$ cat src/rtl/rc_upd_pkg.sv
// Shared types for the referenced/changed bit updater.
// Assumes the access code encoding below is shared with the load/store unit.
package rc_upd_pkg;

    typedef enum logic [2:0] {
        OP_LOAD     = 3'd0,
        OP_FETCH    = 3'd1,
        OP_STORE    = 3'd2,
        OP_STCOND   = 3'd3,
        OP_STSTRING = 3'd4,
        OP_TOUCH    = 3'd5,
        OP_TOUCH_ST = 3'd6,
        OP_RSVD     = 3'd7
    } acc_op_e;

    typedef enum logic [2:0] {
        S_IDLE,
        S_WALK_REQ,
        S_WAIT_WALK,
        S_WRITE_PTE,
        S_RELOAD_TLB,
        S_DONE
    } seq_state_e;

    typedef struct packed {
        logic set_r;
        logic set_c;
    } rc_need_t;

    // Attributes of every PTE write-back: plain coherent cacheable, translation off.
    localparam logic WB_GUARDED   = 1'b0;
    localparam logic WB_CACHEABLE = 1'b1;
    localparam logic WB_COHERENT  = 1'b1;
    localparam logic WB_XLATE_EN  = 1'b0;

    function automatic logic is_store_class(acc_op_e op);
        return (op == OP_STORE) || (op == OP_STCOND) || (op == OP_STSTRING);
    endfunction

    function automatic logic is_touch(acc_op_e op);
        return (op == OP_TOUCH) || (op == OP_TOUCH_ST);
    endfunction

endpackage

$ cat src/rtl/rc_upd_classify.sv
// Scenario classifier: applies the prioritized rule set to one access and
// reports which status bits it needs and whether the hit entry lacks them.
// Assumes the access hit in the TLB. Reservation, exception and zero-length
// qualifiers deliberately do not influence the decision.
module rc_upd_classify
    import rc_upd_pkg::*;
(
    input  logic [2:0] op,
    input  logic       nx_viol,
    input  logic       prot_viol,
    input  logic       ooo,
    input  logic       resv,
    input  logic       exc,
    input  logic       zero_len,
    input  logic       tlb_r,
    input  logic       tlb_c,
    output rc_need_t   need,
    output logic       upd
);

    acc_op_e op_e;
    assign op_e = acc_op_e'(op);

    // Walk the scenarios from highest to lowest priority.
    always_comb begin : decide_bits
        need = '0;
        if (nx_viol) begin
            need = '0;
        end else if (prot_viol) begin
            need.set_r = 1'b1;
        end else if (ooo) begin
            need = '0;
        end else if (is_store_class(op_e)) begin
            need.set_r = 1'b1;
            need.set_c = 1'b1;
        end else if (op_e != OP_RSVD) begin
            need.set_r = 1'b1;
        end
    end

    // Stores are gated by C alone; everything else by R.
    always_comb begin : decide_update
        if (need.set_c) upd = !tlb_c;
        else            upd = need.set_r && !tlb_r;
    end

    // Rule checks on the classifier outputs.
    always_comb begin : rule_checks
        if (is_touch(op_e)) begin
            assert_touch_never_c_R6: assert (!need.set_c)
                else $error("touch requested C");
        end
        if (nx_viol) begin
            assert_nx_no_update_R7: assert (!upd)
                else $error("update despite no-execute violation");
        end
        if (is_store_class(op_e) && !nx_viol && !prot_viol && !ooo && !tlb_c
            && (!resv || exc || zero_len)) begin
            assert_c_without_write_R3: assert (upd && need.set_c)
                else $error("non-writing permitted store did not set C");
        end
    end

endmodule

$ cat src/rtl/rc_upd_merge.sv
// PTE merge: ORs the requested status bits into a fetched PTE image.
// Assumes R_BIT and C_BIT are distinct positions inside the word.
module rc_upd_merge
    import rc_upd_pkg::*;
#(
    parameter int PTE_W = 32,
    parameter int R_BIT = 8,
    parameter int C_BIT = 7
) (
    input  logic [PTE_W-1:0] rd_pte,
    input  rc_need_t         need,
    output logic [PTE_W-1:0] wr_pte,
    output logic             new_r,
    output logic             new_c
);

    // Per-bit merge: only the two status positions can change, and only upward.
    for (genvar i = 0; i < PTE_W; i++) begin : g_bit
        if (i == R_BIT) begin : g_r
            assign wr_pte[i] = rd_pte[i] | need.set_r;
        end else if (i == C_BIT) begin : g_c
            assign wr_pte[i] = rd_pte[i] | need.set_c;
        end else begin : g_keep
            assign wr_pte[i] = rd_pte[i];
        end
    end

    assign new_r = wr_pte[R_BIT];
    assign new_c = wr_pte[C_BIT];

endmodule

$ cat src/rtl/rc_upd_seq.sv
// Update sequencer: walk request, read, write-back, TLB reload, done.
// Assumes the walker holds read data for one cycle with walk_rvalid and the
// write port may stall with ready low for any number of cycles.
module rc_upd_seq
    import rc_upd_pkg::*;
(
    input  logic clk,
    input  logic rst_n,
    input  logic start,
    input  logic walk_gnt,
    input  logic walk_rvalid,
    input  logic wr_ready,
    output logic busy,
    output logic walk_req,
    output logic cap_req,
    output logic cap_rd,
    output logic wr_valid,
    output logic ld_valid
);

    seq_state_e state_q, state_d;

    // Next-state selection for the update sequence.
    always_comb begin : next_state
        state_d = state_q;
        unique case (state_q)
            S_IDLE:       if (start)       state_d = S_WALK_REQ;
            S_WALK_REQ:   if (walk_gnt)    state_d = S_WAIT_WALK;
            S_WAIT_WALK:  if (walk_rvalid) state_d = S_WRITE_PTE;
            S_WRITE_PTE:  if (wr_ready)    state_d = S_RELOAD_TLB;
            S_RELOAD_TLB:                  state_d = S_DONE;
            S_DONE:                        state_d = S_IDLE;
            default:                       state_d = S_IDLE;
        endcase
    end

    // State register with synchronous reset.
    always_ff @(posedge clk) begin : state_reg
        if (!rst_n) state_q <= S_IDLE;
        else        state_q <= state_d;
    end

    // Moore outputs and capture strobes.
    always_comb begin : decode_out
        busy     = (state_q != S_IDLE);
        walk_req = (state_q == S_WALK_REQ);
        wr_valid = (state_q == S_WRITE_PTE);
        ld_valid = (state_q == S_RELOAD_TLB);
        cap_req  = (state_q == S_IDLE) && start;
        cap_rd   = (state_q == S_WAIT_WALK) && walk_rvalid;
    end

    assert_wr_held_R12: assert property (@(posedge clk) disable iff (!rst_n)
        wr_valid && !wr_ready |=> wr_valid)
        else $error("write dropped before ready");

    assert_ld_after_wr_R12: assert property (@(posedge clk) disable iff (!rst_n)
        ld_valid |-> $past(wr_valid && wr_ready))
        else $error("reload without completed write");

    assert_ld_pulse_R12: assert property (@(posedge clk) disable iff (!rst_n)
        ld_valid |=> !ld_valid)
        else $error("reload longer than one cycle");

    assert_req_drops_R12: assert property (@(posedge clk) disable iff (!rst_n)
        walk_req && walk_gnt |=> !walk_req)
        else $error("walk request held after grant");

endmodule

$ cat src/rtl/rc_updater.sv
// Referenced/changed bit updater top. Classifies each TLB-hit access, and
// when the hit entry lacks a required bit, performs one read-modify-write of
// the PTE through the walker followed by a TLB reload.
// Assumes acc_valid is only raised for accesses that hit in the TLB; accesses
// arriving while busy are dropped by design.
module rc_updater
    import rc_upd_pkg::*;
#(
    parameter int VPN_W = 20,
    parameter int PTE_W = 32,
    parameter int R_BIT = 8,
    parameter int C_BIT = 7
) (
    input  logic             clk,
    input  logic             rst_n,
    input  logic             acc_valid,
    input  logic [2:0]       acc_op,
    input  logic [VPN_W-1:0] acc_vpn,
    input  logic             acc_nx_viol,
    input  logic             acc_prot_viol,
    input  logic             acc_ooo,
    input  logic             acc_resv,
    input  logic             acc_exc,
    input  logic             acc_zero_len,
    input  logic             tlb_hit_r,
    input  logic             tlb_hit_c,
    output logic             busy,
    output logic             walk_req,
    output logic [VPN_W-1:0] walk_vpn,
    input  logic             walk_gnt,
    input  logic             walk_rvalid,
    input  logic [PTE_W-1:0] walk_rdata,
    output logic             pte_wr_valid,
    input  logic             pte_wr_ready,
    output logic [PTE_W-1:0] pte_wr_data,
    output logic             wb_guarded,
    output logic             wb_cacheable,
    output logic             wb_coherent,
    output logic             wb_xlate_en,
    output logic             tlb_ld_valid,
    output logic [VPN_W-1:0] tlb_ld_vpn,
    output logic             tlb_ld_r,
    output logic             tlb_ld_c
);

    rc_need_t         need;
    rc_need_t         need_q;
    logic             upd;
    logic             cap_req;
    logic             cap_rd;
    logic [VPN_W-1:0] vpn_q;
    logic [PTE_W-1:0] rd_q;
    logic [PTE_W-1:0] merged;
    logic             new_r;
    logic             new_c;

    rc_upd_classify u_classify (
        .op        (acc_op),
        .nx_viol   (acc_nx_viol),
        .prot_viol (acc_prot_viol),
        .ooo       (acc_ooo),
        .resv      (acc_resv),
        .exc       (acc_exc),
        .zero_len  (acc_zero_len),
        .tlb_r     (tlb_hit_r),
        .tlb_c     (tlb_hit_c),
        .need      (need),
        .upd       (upd)
    );

    rc_upd_seq u_seq (
        .clk         (clk),
        .rst_n       (rst_n),
        .start       (acc_valid && upd),
        .walk_gnt    (walk_gnt),
        .walk_rvalid (walk_rvalid),
        .wr_ready    (pte_wr_ready),
        .busy        (busy),
        .walk_req    (walk_req),
        .cap_req     (cap_req),
        .cap_rd      (cap_rd),
        .wr_valid    (pte_wr_valid),
        .ld_valid    (tlb_ld_valid)
    );

    rc_upd_merge #(
        .PTE_W (PTE_W),
        .R_BIT (R_BIT),
        .C_BIT (C_BIT)
    ) u_merge (
        .rd_pte (rd_q),
        .need   (need_q),
        .wr_pte (merged),
        .new_r  (new_r),
        .new_c  (new_c)
    );

    // Latch the accepted access and, later, the fetched PTE image.
    always_ff @(posedge clk) begin : capture_regs
        if (!rst_n) begin
            vpn_q  <= '0;
            need_q <= '0;
            rd_q   <= '0;
        end else begin
            if (cap_req) begin
                vpn_q  <= acc_vpn;
                need_q <= need;
            end
            if (cap_rd) begin
                rd_q <= walk_rdata;
            end
        end
    end

    assign walk_vpn     = vpn_q;
    assign tlb_ld_vpn   = vpn_q;
    assign pte_wr_data  = merged;
    assign tlb_ld_r     = new_r;
    assign tlb_ld_c     = new_c;
    assign wb_guarded   = WB_GUARDED;
    assign wb_cacheable = WB_CACHEABLE;
    assign wb_coherent  = WB_COHERENT;
    assign wb_xlate_en  = WB_XLATE_EN;

    assert_busy_ignores_R12: assert property (@(posedge clk) disable iff (!rst_n)
        busy && acc_valid |=> $stable(walk_vpn))
        else $error("access accepted while busy");

    assert_wr_data_stable_R12: assert property (@(posedge clk) disable iff (!rst_n)
        pte_wr_valid && !pte_wr_ready |=> $stable(pte_wr_data))
        else $error("write data changed while stalled");

    assert_keep_bits_R13: assert property (@(posedge clk) disable iff (!rst_n)
        pte_wr_valid |-> ((pte_wr_data & rd_q) == rd_q))
        else $error("write-back cleared a PTE bit");

    assert_reload_has_r_R2: assert property (@(posedge clk) disable iff (!rst_n)
        tlb_ld_valid |-> tlb_ld_r)
        else $error("reload without R");

endmodule

$ cat config.mk
export PLATFORM = sky130hd
export DESIGN_NAME = rc_updater
export DESIGN_NICKNAME = d
export VERILOG_FILES = /design/src/rtl/rc_upd_pkg.sv /design/src/rtl/rc_upd_classify.sv /design/src/rtl/rc_upd_merge.sv /design/src/rtl/rc_upd_seq.sv /design/src/rtl/rc_updater.sv
export SDC_FILE = /design/constraint.sdc
export NUM_CORES = 1
export LEC_CHECK = 0
export BUFFER_PORTS_ARGS = -buffer_cell sky130_fd_sc_hd__buf_2
export CORE_ASPECT_RATIO = 1.25
export CORE_MARGIN = 2
export CORE_UTILIZATION = 48
export CTS_CLUSTER_SIZE = 20
export DETAILED_ROUTE_END_ITERATION = 8
export PLACE_DENSITY = 0.81
export SLEW_MARGIN = 10
export SYNTH_ARGS = -nofsm -noshare
export SYNTH_HDL_FRONTEND = slang
export SYNTH_SLANG_ARGS = --single-unit
export TNS_END_PERCENT = 20
$ cat constraint.sdc
create_clock -name clk -period 3.6 [get_ports clk]
set_input_delay 0.18 -clock clk [delete_from_list [all_inputs] [get_ports clk]]
set_output_delay 0.18 -clock clk [all_outputs]
set_load 0.05 [all_outputs]
== Yosys cells after proc, flatten, opt, wreduce, memory -nomap -nowiden ==
Cells that the tools add are included.
Word-level totals
  bits in registers: 57
  logic and storage cells: 43
  bits of input ports: 69
Cells by class
  eq/ne operators: 12
  multiplexer cells: 13
  bitwise gates (word level): 2
  reduce and logical (&&, ||, !) cells: 11
Operators by type and width (count)
  one-hot mux 3 bit (5 select lines): 1
  == test 3 x 2 -> 1 bit, second input constant: 4
  two-way mux 3 bit: 4
  == test 3 bit, second input constant: 2
  two-way mux 1 bit: 6
  inequality test 2 x 1 -> 1 bit, second input constant: 3
  logical AND 1 bit: 4
  two-way mux 2 bit: 2
  AND reduction 4 bit: 1
  == test 3 x 1 -> 1 bit, second input constant: 1
  zero test 3 bit: 1
  inequality test 3 bit, second input constant: 1
  nonzero test 3 bit: 1
  zero test 1 bit: 2
  logical OR 1 bit: 2
  inequality test 2 bit, second input constant: 1
  bitwise OR 1 bit: 2

== Longest topological paths before layout ==
  depth after elaboration: 12
  depth in mapped cells: 6

== Hierarchy ==
A second synthesis with hierarchy kept.
Second synthesis, totals
  cell total of the unflattened synthesis: 270
  area total of the unflattened synthesis: 2810.2 um^2
By module, submodules not included
  rc_updater: seq. area each 1081.0 um^2, area each 2285.9 um^2, cells each 201, times used 1
  rc_upd_merge: seq. area each 0.0 um^2, area each 252.7 um^2, cells each 34, times used 1
  rc_upd_seq: seq. area each 60.1 um^2, area each 203.9 um^2, cells each 25, times used 1
  rc_upd_classify: seq. area each 0.0 um^2, area each 67.6 um^2, cells each 10, times used 1

== Worst setup path after synthesis ==
OpenSTA, ideal clock, no wires.
  path kind: register to register
  from: reg u_seq.state_q[1]
  to: reg u_seq.state_q[2]
  cell stages (with the launch flop): 4
  setup time: 0.063 ns
  arrival time: 1.924 ns
  clock period less this slack: 1.987 ns
  required time: 3.537 ns
  slack: 1.613 ns
  cell sequence: dfxtp_1 -> buf_2 -> nor3b_1 -> o21a_1
RTL lines
  start: declaration: line rc_upd_seq.sv:21  | seq_state_e state_q, state_d;
  start signal: assignment: line rc_upd_seq.sv:40  | else state_q <= state_d;
  == test 3 bit
  net tlb_ld_valid: line rc_updater.sv:40  | output logic tlb_ld_valid,
  one-hot mux 3 bit (5 select lines): line rc_upd_seq.sv:26  | unique case (state_q)
The timed path passes the listed nets, and every way through them passes these cells.
A chain may end at the register's enable or synchronous reset.

== Worst setup path in the final report ==
  from: reg u_seq.state_q[0]
  to: reg vpn_q[13], in the netlist tlb_ld_vpn[13]
Between the ends
  word-level cells in the longest chain between the ends: 2
Ends and longest elaborated chain
  zero test 3 bit: line rc_upd_seq.sv:49  | cap_req = (state_q == S_IDLE) && start;
  logical AND 1 bit: line rc_upd_seq.sv:49
  end signal: assignment: line rc_updater.sv:106  | vpn_q <= acc_vpn;
  end: declaration: line rc_updater.sv:51  | logic [VPN_W-1:0] vpn_q;
No other way between the ends.

==> qor.txt <==
CP Launch Point -> u_seq.state_q[0]$_SDFFE_PN0P_
Slew HR -> 0.282
Cell Area, Synth -> 0.00281 sq mm
core area -> 0.00574 sq mm
leakage power -> 1.60 nW
largest net degree at the start of global routing -> 48
Storage cell area -> 0.00114 sq mm
clk sinks -> 57
Worst-path clk slew -> 0.07 ns
Hold Crit Class -> input pin to register
Area after DPL -> 0.00310 sq mm
Post-CTS Hold Buffers -> 0
Die ar. -> 0.00648 sq mm
RePlAce Congestion -> 0.718
CTS Buffer Depth -> 2
mux share of post-synthesis cell area -> 0.0793
Synth Area in Compound Gates -> 0.108
die height -> 89.5 um
final setup vio count -> 0
Yosys cell types -> 36
syn_area_per_cell -> 8.49 sq um
crit end category -> register
total number of yosys warnings -> 0
clock skew -> 0.00822 ns
drt wl/cell -> 11.6 um
fmax -> 487 MHz
hold_ws -> 0.0783 ns
Worst EP required -> 3.85 ns
reg2reg start -> u_seq.state_q[0]$_SDFFE_PN0P_
Area Growth Syn to Fin -> 19.5%
final non-filler cell area -> 0.00336 sq mm
RSZ-0062 raised after global routing -> no
Critical Path Sink -> tlb_ld_vpn[13]$_SDFFE_PN0P_
register area share after synthesis -> 0.406
1st-pass router iterations -> 4
fin util -> 0.585
outcome -> finished clean
Top Ports -> 151
fin crit share -> 0.570
Starting Density -> 0.489
antenna violations before repair -> 0
startpoint types -> register
synthesized-area fraction occupied by adder cells -> 0
TritonCTS clock tree -> done
postcts setup bufs -> 0
Max VDD drop -> 0.303 mV
post_cts resized -> 0
XOR/XNOR Fraction of Synth Area -> 0
non-filler instance count after layout -> 484
CTS Buf Count -> 9
crit path kind -> register to register
first-pass GRT wire length -> 8.37 mm
Routed Antenna Nets -> 0
Arr. time, crit path -> 2.30 ns
Final #Nets -> 482
Syn Inst Count -> 331
R2R cell count -> 4
pwr dens -> 471 mW/mm^2
largest family of logic cells by synthesized area -> simple AND/OR/NAND/NOR gates
vias per inst -> 4.77
simple-gate share of the synthesized area -> 0.214
Inst Count DP -> 467
DRC errors left -> 0
Die X -> 72.4 um
layout cell share with drive strength beyond 1 -> 0.409
crit path time final -> 2.05 ns
worst reg2reg path endpoint -> tlb_ld_vpn[13]$_SDFFE_PN0P_
final hold vios -> 0
grt ovf -> 0
Total Wirelength -> 5.61 mm
row cnt -> 31
# diodes -> 0
# H-tree levels -> 3
Fillers -> 535
Detailed Route Iter0 Violations -> 85
gr usage total -> 0.165
R2R Setup Slk -> 1.55 ns
TNS Setup -> 0 ns
vias -> 2,307
multi-input combinational cell area -> 0.00115 sq mm
crit-path max FO -> 22
max_cap viols -> 0
Buffers on Ports -> 143
number of global-route vias before repair -> 1,985
synthesis-stage register bit count -> 57
worst-margin pin slew -> 1.05 ns
Final HPWL DP -> 4.08 mm
Final Max Tran Viols -> 0
clk_lat worst skew -> 0.33 ns
Root Driver -> clkbuf_8
-- state kept, by name (all words and copies together), names as in the netlist --
signal,flops
need_q,2
rd_q,32
tlb_ld_vpn,20
u_seq.state_q,3
-- through the flow --
| stage | setup slack [ns] | total power [mW] |
|---|---|---|
| final | 1.55 | 1.58 |
| after global routing | 1.40 | 1.65 |
| after CTS | 1.51 | 1.60 |
| after detailed placement | 1.53 | 0.928 |
| after global placement | 1.59 | 0.923 |
| after floorplan | 1.61 | 0.883 |
-- synthesized netlist by cell type --
| cell type | n | area share |
|---|---|---|
| and2_1 | 1 | 0.0022 |
| buf_6 | 3 | 0.012 |
| o21ai_0 | 1 | 0.0018 |
| nor3b_2 | 2 | 0.0089 |
| o21ai_2 | 1 | 0.0031 |
| nand2b_4 | 1 | 0.0049 |
| a21boi_1 | 28 | 0.075 |
| nor3b_1 | 4 | 0.011 |
| mux2i_1 | 20 | 0.071 |
| nand4_1 | 1 | 0.0022 |
| nand3_1 | 1 | 0.0018 |
| nand2_1 | 108 | 0.14 |
| dfxtp_1 | 57 | 0.41 |
| nand3b_1 | 1 | 0.0027 |
| buf_4 | 56 | 0.15 |
| nor2_1 | 1 | 0.0013 |
| nor2b_1 | 2 | 0.0045 |
| conb_1 | 2 | 0.0027 |
| o21a_1 | 2 | 0.0053 |
| a21boi_0 | 4 | 0.011 |
| clkbuf_1 | 8 | 0.011 |
| nand4b_1 | 1 | 0.0031 |
| inv_1 | 1 | 0.0013 |
| or2_2 | 3 | 0.0067 |
| or3b_1 | 1 | 0.0031 |
| o22ai_1 | 1 | 0.0022 |
| a21oi_1 | 3 | 0.0053 |
| a31oi_1 | 1 | 0.0022 |
| nand4_2 | 1 | 0.0045 |
| buf_2 | 9 | 0.016 |
| mux2i_4 | 1 | 0.0080 |
| nor3_1 | 1 | 0.0018 |
| nand2b_1 | 1 | 0.0022 |
| o211ai_1 | 1 | 0.0027 |
| and3b_1 | 1 | 0.0031 |
| nor3_4 | 1 | 0.0058 |
-- cell families (layout without fill, tap and decap cells) --
kind of cell	Yosys count	count (layout)
flip-flops	57	57
AO/OA/AOI/OAI	42	42
buffers and inverters	77	162
multiplexers	21	21
AND/OR/NAND/NOR	132	132
other	2	4
-- worst min path at each step --
stage              startpoint                     to  slack, ns  depth (start not counted)
4_1_cts         walk_rdata[4]   rd_q[4]$_SDFFE_PN0P_       0.07                          3
5_1_grt         walk_rdata[5]   rd_q[5]$_SDFFE_PN0P_       0.08                          3
2_1_floorplan   walk_rdata[7]   rd_q[7]$_SDFFE_PN0P_       0.31                          2
6_report        walk_rdata[4]   rd_q[4]$_SDFFE_PN0P_       0.08                          3
3_5_place_dp   walk_rdata[14]  rd_q[14]$_SDFFE_PN0P_       0.43                          3
3_3_place_gp   walk_rdata[18]  rd_q[18]$_SDFFE_PN0P_       0.42                          3
-- layout make-up --
| type | count | share of cell area |
|---|---|---|
| multi-input combinational | 199 | 0.342 |
| inverter | 1 | 0.00112 |
| timing repair buffer | 145 | 0.224 |
| clock inverter | 6 | 0.0272 |
| sequential | 57 | 0.340 |
| tap | 66 | 0.0246 |
| clock buffer | 10 | 0.0410 |
-- worst max-delay path, cell delays in order (launching register included) --
cell and delay (ns):
dfxtp_1 0.43, nor3_4 0.29, nand2_1 0.13, mux2i_4 0.84
mux2i_1 0.28
-- where the power goes --
| part | internal, mW | switching (mW) |
|---|---|---|
| sequential | 0.648 | 0.0149 |
| clock | 0.409 | 0.258 |
| combinational | 0.0781 | 0.173 |
-- layer usage --
metal / track usage / wire (um) / up-vias
li1: - / - / 1169
met1: 0.177 / 2310 / 1053
met2: 0.296 / 2830 / 78
met3: 0.0451 / 365 / 7
met4: 0.0859 / 104 / 0
met5: 0 / 0 / -
-- layout by cell type (no fill, tap or decap), types with 2 or more instances in the layout --
cell type   netlist  routed
nor3b_1           4       4
dfxtp_1          57      57
o21a_1            2       2
or2_2             3       3
a21boi_0          4       4
conb_1            2       4
clkbuf_8          0      10
bufinv_16         0       2
nor2b_1           2       2
clkinvlp_4        0       3
nand2_1         108     108
a21boi_1         28      28
a21oi_1           3       3
buf_2             9     143
mux2i_1          20      20
Power figures use the tool's default switching activity.
